--- config.mk ---
export PLATFORM = sky130hd
export DESIGN_NAME = pwm_dither_pair
export DESIGN_NICKNAME = d
export VERILOG_FILES = /design/src/rtl/pwm_dith_pkg.sv /design/src/rtl/pwm_dith_counter.sv /design/src/rtl/pwm_dith_accum.sv /design/src/rtl/pwm_dith_edge.sv /design/src/rtl/pwm_dither_pair.sv
export SDC_FILE = /design/constraint.sdc
export NUM_CORES = 1
export LEC_CHECK = 0
export BUFFER_PORTS_ARGS = -buffer_cell sky130_fd_sc_hd__buf_4
export CAP_MARGIN = 20
export CORE_UTILIZATION = 58
export DETAILED_ROUTE_END_ITERATION = 8
export PLACE_DENSITY = 0.86
export SLEW_MARGIN = 0
export SYNTH_ARGS = -nofsm -noshare
export SYNTH_HDL_FRONTEND = slang
export SYNTH_SLANG_ARGS = --single-unit
--- constraint.sdc ---
create_clock -name clk_i -period 3.7 [get_ports clk_i]
set_input_delay 0 -clock clk_i [delete_from_list [all_inputs] [get_ports clk_i]]
set_output_delay 0 -clock clk_i [all_outputs]
set_load 0.05 [all_outputs]
--- src/rtl/pwm_dith_pkg.sv ---
package pwm_dith_pkg;
  localparam int unsigned FRAC_W   = 5;
  localparam int unsigned NUM_CH   = 2;
  localparam int unsigned CH_SET   = 0;
  localparam int unsigned CH_CLR   = 1;
  localparam logic [1:0]  POL_HIGH = 2'b10;
endpackage

--- src/rtl/pwm_dith_counter.sv ---
module pwm_dith_counter #(
  parameter int unsigned CNT_W = 16
) (
  input  logic             clk_i,
  input  logic             rst_ni,
  input  logic [CNT_W-1:0] start_i,
  input  logic [CNT_W-1:0] mod_i,
  output logic [CNT_W-1:0] cnt_o,
  output logic             wrap_o
);
  logic [CNT_W-1:0] cnt_q;

  assign wrap_o = (cnt_q == mod_i);
  assign cnt_o  = cnt_q;

  always_ff @(posedge clk_i or negedge rst_ni) begin
    if (!rst_ni)     cnt_q <= '0;
    else if (wrap_o) cnt_q <= start_i;
    else             cnt_q <= cnt_q + 1'b1;
  end
endmodule

--- src/rtl/pwm_dith_accum.sv ---
module pwm_dith_accum
  import pwm_dith_pkg::*;
(
  input  logic              clk_i,
  input  logic              rst_ni,
  input  logic              wrap_i,
  input  logic [FRAC_W-1:0] frac_i,
  output logic [FRAC_W-1:0] acc_o,
  output logic              ovf_o
);
  logic [FRAC_W-1:0] acc_q;
  logic              ovf_q;
  logic [FRAC_W:0]   sum;

  assign sum = {1'b0, acc_q} + {1'b0, frac_i};

  // flag lives for the whole following period
  always_ff @(posedge clk_i or negedge rst_ni) begin
    if (!rst_ni) begin
      acc_q <= '0;
      ovf_q <= 1'b0;
    end else if (wrap_i) begin
      acc_q <= sum[FRAC_W-1:0];
      ovf_q <= sum[FRAC_W];
    end
  end

  assign acc_o = acc_q;
  assign ovf_o = ovf_q;
endmodule

--- src/rtl/pwm_dith_edge.sv ---
module pwm_dith_edge
  import pwm_dith_pkg::*;
#(
  parameter int unsigned CNT_W = 16
) (
  input  logic             clk_i,
  input  logic             rst_ni,
  input  logic [CNT_W-1:0] cnt_i,
  input  logic             wrap_i,
  input  logic [CNT_W-1:0] cmp_set_i,
  input  logic [CNT_W-1:0] cmp_clr_i,
  input  logic             dly_set_i,
  input  logic             dly_clr_i,
  input  logic [1:0]       pol_sel_i,
  output logic             pwm_o,
  output logic             pwm_n_o
);
  logic [CNT_W-1:0] eff_set, eff_clr;
  logic             act_q;

  assign eff_set = cmp_set_i + {{(CNT_W-1){1'b0}}, dly_set_i};
  assign eff_clr = cmp_clr_i + {{(CNT_W-1){1'b0}}, dly_clr_i};

  always_ff @(posedge clk_i or negedge rst_ni) begin
    if (!rst_ni)                 act_q <= 1'b0;
    else if (cnt_i == eff_clr)   act_q <= 1'b0;
    else if (cnt_i == eff_set)   act_q <= 1'b1;
    else if (wrap_i)             act_q <= 1'b0;
  end

  assign pwm_o   = (pol_sel_i == POL_HIGH) ? act_q : ~act_q;
  assign pwm_n_o = ~pwm_o;
endmodule

--- src/rtl/pwm_dither_pair.sv ---
module pwm_dither_pair
  import pwm_dith_pkg::*;
#(
  parameter int unsigned CNT_W = 16
) (
  input  logic              clk_i,
  input  logic              rst_ni,
  input  logic [CNT_W-1:0]  start_i,
  input  logic [CNT_W-1:0]  mod_i,
  input  logic [CNT_W-1:0]  cmp_set_i,
  input  logic [CNT_W-1:0]  cmp_clr_i,
  input  logic [FRAC_W-1:0] frac_set_i,
  input  logic [FRAC_W-1:0] frac_clr_i,
  input  logic [1:0]        pol_sel_i,
  output logic              pwm_o,
  output logic              pwm_n_o
);
  logic [CNT_W-1:0]  cnt;
  logic              wrap;
  logic [FRAC_W-1:0] frac [NUM_CH];
  logic [FRAC_W-1:0] acc  [NUM_CH];
  logic [NUM_CH-1:0] ovf;

  assign frac[CH_SET] = frac_set_i;
  assign frac[CH_CLR] = frac_clr_i;

  pwm_dith_counter #(.CNT_W(CNT_W)) u_cnt (
    .clk_i(clk_i), .rst_ni(rst_ni), .start_i(start_i), .mod_i(mod_i),
    .cnt_o(cnt), .wrap_o(wrap)
  );

  for (genvar ch = 0; ch < NUM_CH; ch++) begin : g_ch
    pwm_dith_accum u_acc (
      .clk_i(clk_i), .rst_ni(rst_ni), .wrap_i(wrap), .frac_i(frac[ch]),
      .acc_o(acc[ch]), .ovf_o(ovf[ch])
    );
  end

  pwm_dith_edge #(.CNT_W(CNT_W)) u_edge (
    .clk_i(clk_i), .rst_ni(rst_ni), .cnt_i(cnt), .wrap_i(wrap),
    .cmp_set_i(cmp_set_i), .cmp_clr_i(cmp_clr_i),
    .dly_set_i(ovf[CH_SET]), .dly_clr_i(ovf[CH_CLR]),
    .pol_sel_i(pol_sel_i), .pwm_o(pwm_o), .pwm_n_o(pwm_n_o)
  );
endmodule

; Word level (Yosys, flattened, before mapping)
; Cells that the tools add are included.
; W data, S select, Z words.
[word_totals]
out_inout_bits = 2
register_bits = 29
[op_classes]
mux = 5
n_bitwise = 2
add_sub_neg = 5
n_eq_ne = 4
n_reduce_logical = 1
[op_table]
columns = cell, count
row1 = $eq A16 B16 Y1, 3
row2 = $add A16 B1 Y16, 2
row3 = $add A16 B1 Y16 const B, 1
row4 = $mux W16, 1
row5 = $add A5 B5 Y6, 2
row6 = $mux W1, 4
row7 = $reduce_bool A3 Y1, 1
row8 = $eq A2 B2 Y1 const B, 1
row9 = $not A1 Y1, 2

; Logic depth before layout (Yosys ltp)
[depth]
ltp_word = 4
ltp_mapped = 9

; Hierarchy
; From an unflattened synthesis, not the netlist that was laid out.
[hier_totals]
cells_unflattened = 327
hier_area_um2 = 3101.7
[by_module_without_submodules]
columns = mod, area_each_um2, cells_per_inst, n_inst
row1 = pwm_dith_edge, 1147.4, 160, 1
row2 = pwm_dith_counter, 1113.6, 95, 1
row3 = pwm_dith_accum, 420.4, 36, 2

; Worst setup path before layout
; No wires, ideal clock.
[synth_path]
kind = flip-flop to flip-flop
from = register g_ch[0].u_acc.ovf_q
to = register u_edge.act_q
stages_incl_launch_ff = 10
slack_ns = 1.618
arrival_time_ns = 2.000
required_time_ns = 3.618
cell_sequence = dfrtp_1 ha_1 ha_1 buf_2 o21ba_2 a22oi_1 o2111ai_1 a2111oi_4 a41oi_1 a31oi_1
[synth_between]
elab_chain_cells = 4
word_cells_on_any_way = 5
[synth_rtl]
columns = element, line_no
row1 = from (decl), pwm_dith_accum.sv:12  ; logic ovf_q;
row2 = from (signal assigned), pwm_dith_accum.sv:24  ; ovf_q <= sum[FRAC_W];
row3 = $add A16 B1 Y16 (*), pwm_dith_edge.sv:21  ; assign eff_set = cmp_set_i + {{(CNT_W-1){1'b0}}, dly_set_i};
row4 = $eq A16 B16 Y1 (*), pwm_dith_edge.sv:27  ; else if (cnt_i == eff_set) act_q <= 1'b1;
row5 = $mux W1, pwm_dith_edge.sv:27
row6 = $mux W1, pwm_dith_edge.sv:26  ; else if (cnt_i == eff_clr) act_q <= 1'b0;
row7 = to (signal assigned), pwm_dith_edge.sv:26
row8 = to (signal assigned), pwm_dith_edge.sv:27
row9 = to (signal assigned), pwm_dith_edge.sv:28  ; else if (wrap_i) act_q <= 1'b0;
row10 = to (decl), pwm_dith_edge.sv:19  ; logic act_q;
; Every way passes the cells marked *; elsewhere a longest branch is shown, timed or not.
; A chain may end at the register's enable or synchronous reset.

; Worst setup path in the final report
; Same ends and word-level chain as after synthesis.

==> impl_results.md <==
- Antenna Nets Post-Route: 0
- Share of layout cells above drive strength 1: 0.241
- Initial DRT Pass Iterations: 5
- Grt ovf: 0
- Via Count: 2922
- Pwr/cell area: 245 nW/um^2
- Tot GR Track Use: 0.298
- Setup_tns: 0 ns
- Post-layout util: 0.759
- Yosys top cell area share: 0.235
- Final setup fails: 0
- Worst slew margin: 0.599
- Die footprint: 5610 um^2
- Core Area: 5110 um^2
- Worst Max-Slew Pin Slew: 0.594 ns
- Wirelength per Cell: 15.7 um
- Slew Limit Fails: 0
- DPL Wire Length: 5920 um
- Initial Util: 0.604
- DRC: 0
- Worst-case clock skew: 0.00556 ns
- Post_cts resized: 0
- CP Data Required Time: 3.91 ns
- Vias in the first global route: 2803
- CP endpoint kind: register
- GPL Wtd Cong: 0.906
- Count of cell types in the netlist: 61
- Largest net degree at the start of global routing: 45
- Starting DRC count in detailed routing: 156
- Flops & latches, synth: 29
- I/O pins: 80
- Clock latency at the later pin of the worst-skew pair: 0.28 ns
- Synth Flop Type: dfrtp_1
- Die width: 74.9 um
- Area leader, netlist: dfrtp_1
- Net count after synthesis: 450
- Post-Syn Area: 3080 um^2
- Post-CTS setup buffer count: 0
- Setup Crit Path Kind: register to register
- Port Buffers: 79
- Hold Vio Cnt, Final: 0
- Gate Count Post-Synth: 353
- Routed vias/inst: 5.83
- Clk root buf: clkbuf_8
- Top-count cell post-synth: xnor2_1
- CP startpoint kind: register
- Leakage: 1.63 nW
- CP max FO: 7
- ANT cells: 0
- Fraction of registers with async set/reset: 1.00
- Final WS setup: 1.42 ns
- Max Clk Rate: 438 MHz
- Total CTS buffers: 5
- Max-cap viol count: 0
- H-tree Lvls: 2
- Reg clk slew, reported paths: 0.06 ns
- Row Count: 26
- Tmin final: 2.28 ns
- Peak supply drop: 0.305 mV
- RSZ-0062 raised after global routing: no
- Post-synth EDFFs: 0
- CTS tree: yes
- Clk sinks: 29
- Area grow syn2layout: 25.8%
- Final nets: 529
- Drt total wl: 7850 um
- Antenna violations before repair: 0
- Chip height: 74.9 um
- Top cells by count, synth: 55 x xnor2_1, 29 x dfrtp_1, 29 x nand2_1, 17 x ha_1, 17 x o21ai_0
- Status: completed
- Syn. warnings: 0
- Arrival time at the worst endpoint: 2.49 ns
- Syn avg cell area: 8.73 um^2
- Min-delay worst type: input pin to register
- Synth area leaders: dfrtp_1 24%, xnor2_1 16%, ha_1 6.9%, xor2_1 4.5%, nand2_1 3.5%
- Global-route wire length before repair: 12400 um
- Max clock buf depth: 2
- Post-synthesis sequential area ratio: 0.235
- DP Worst Slack: 1.42 ns
- Final period util: 0.616
[layer usage]
layer,GRT usage,up-vias,routed length (um)
li1,-,1419,-
met1,0.353,1378,3220
met2,0.546,112,4040
met3,0.0442,13,453
met4,0.107,0,132
met5,0,-,0
[logic make-up after synthesis]
family	Yosys count	share of synthesized area
simple gates	118	0.230
compound gates	61	0.137
buf+inv	41	0.0637
fa+ha+maj	19	0.0820
xor+xnor	71	0.202
mux	14	0.0499
flops	29	0.235
[area by class of cell]
type                    count  area (um^2)
multi-input cells         283         2160
fillers                   383         1230
repair buffers             97          771
flip-flops and latches     29          726
well taps                  70         87.6
clock buffers               5         68.8
inverters                  16         60.1
clock inverters             1         5.00
[power by group]
group	total (mW)	leakage (nW)	internal, mW	switching (mW)
Combinational	0.307	1.22	0.171	0.137
Clock	0.241	0.0399	0.123	0.118
Sequential	0.403	0.372	0.339	0.0640
Total	0.952	1.63	0.633	0.319
[critical path: stages, from the launching register on]
cell       delay (ns)
dfrtp_1          0.40
ha_1             0.20
ha_1             0.28
o21ba_2          0.24
a22oi_1          0.19
o2111ai_1        0.18
a2111oi_4        0.38
a41oi_1          0.17
a31oi_1          0.16
[timing repair]
action | 4_1_cts | 5_1_grt
hold endpoints to repair | 45 | 0
endpoints found under the setup margin | 0 | 0
hold buffers | 17 | 0
[sequential cells by signal, indices dropped and copies added (netlist names)]
signal / cells
g_ch.u_acc.acc_o: 10
u_cnt.cnt_o: 16
u_edge.act_q: 1
g_ch.u_acc.ovf_o: 2
[layout by cell type, fill, tap and decap left out, drive strengths merged, types with 6 or more instances in the layout]
master and count:
nand4 16, a21oi 13, mux2 11, dfrtp 29
xor2 16, nor2 12, o21ai 17, xnor2 55
buf 80, dlygate4sd3 17, and4 6, ha 17
nand2 29, nor4 9, inv 16, nand3 15
[through the flow]
stage	power [mW]	cells	hold slack, ns	instance area, um^2
after floorplan	0.590	353	-0.296	3080
after global placement	0.688	478	-0.0542	3630
after detailed placement	0.696	478	-0.0498	3630
after CTS	0.950	501	0.0695	3880
after global routing	1.00	501	0.0853	3880
final	0.952	501	0.0633	3880
[worst paths after layout]
path / start / endpoint / slack [ns] / depth (start not counted)
worst max register to register: g_ch[0].u_acc.ovf_o / u_edge.act_q / 1.42 / 8
worst max-delay path: g_ch[0].u_acc.ovf_o / u_edge.act_q / 1.42 / 8
worst min register to register: g_ch[0].u_acc.acc_o[2] / g_ch[0].u_acc.acc_o[2] / 0.49 / 1
max in group asynchronous: rst_ni / u_cnt.cnt_o[8] / 3.23 / 2
min in group asynchronous: rst_ni / g_ch[0].u_acc.acc_o[1] / 0.18 / 2
worst min-delay path: frac_set_i[0] / g_ch[0].u_acc.acc_o[0] / 0.06 / 3
No activity file was read; power rests on OpenSTA's default activity.
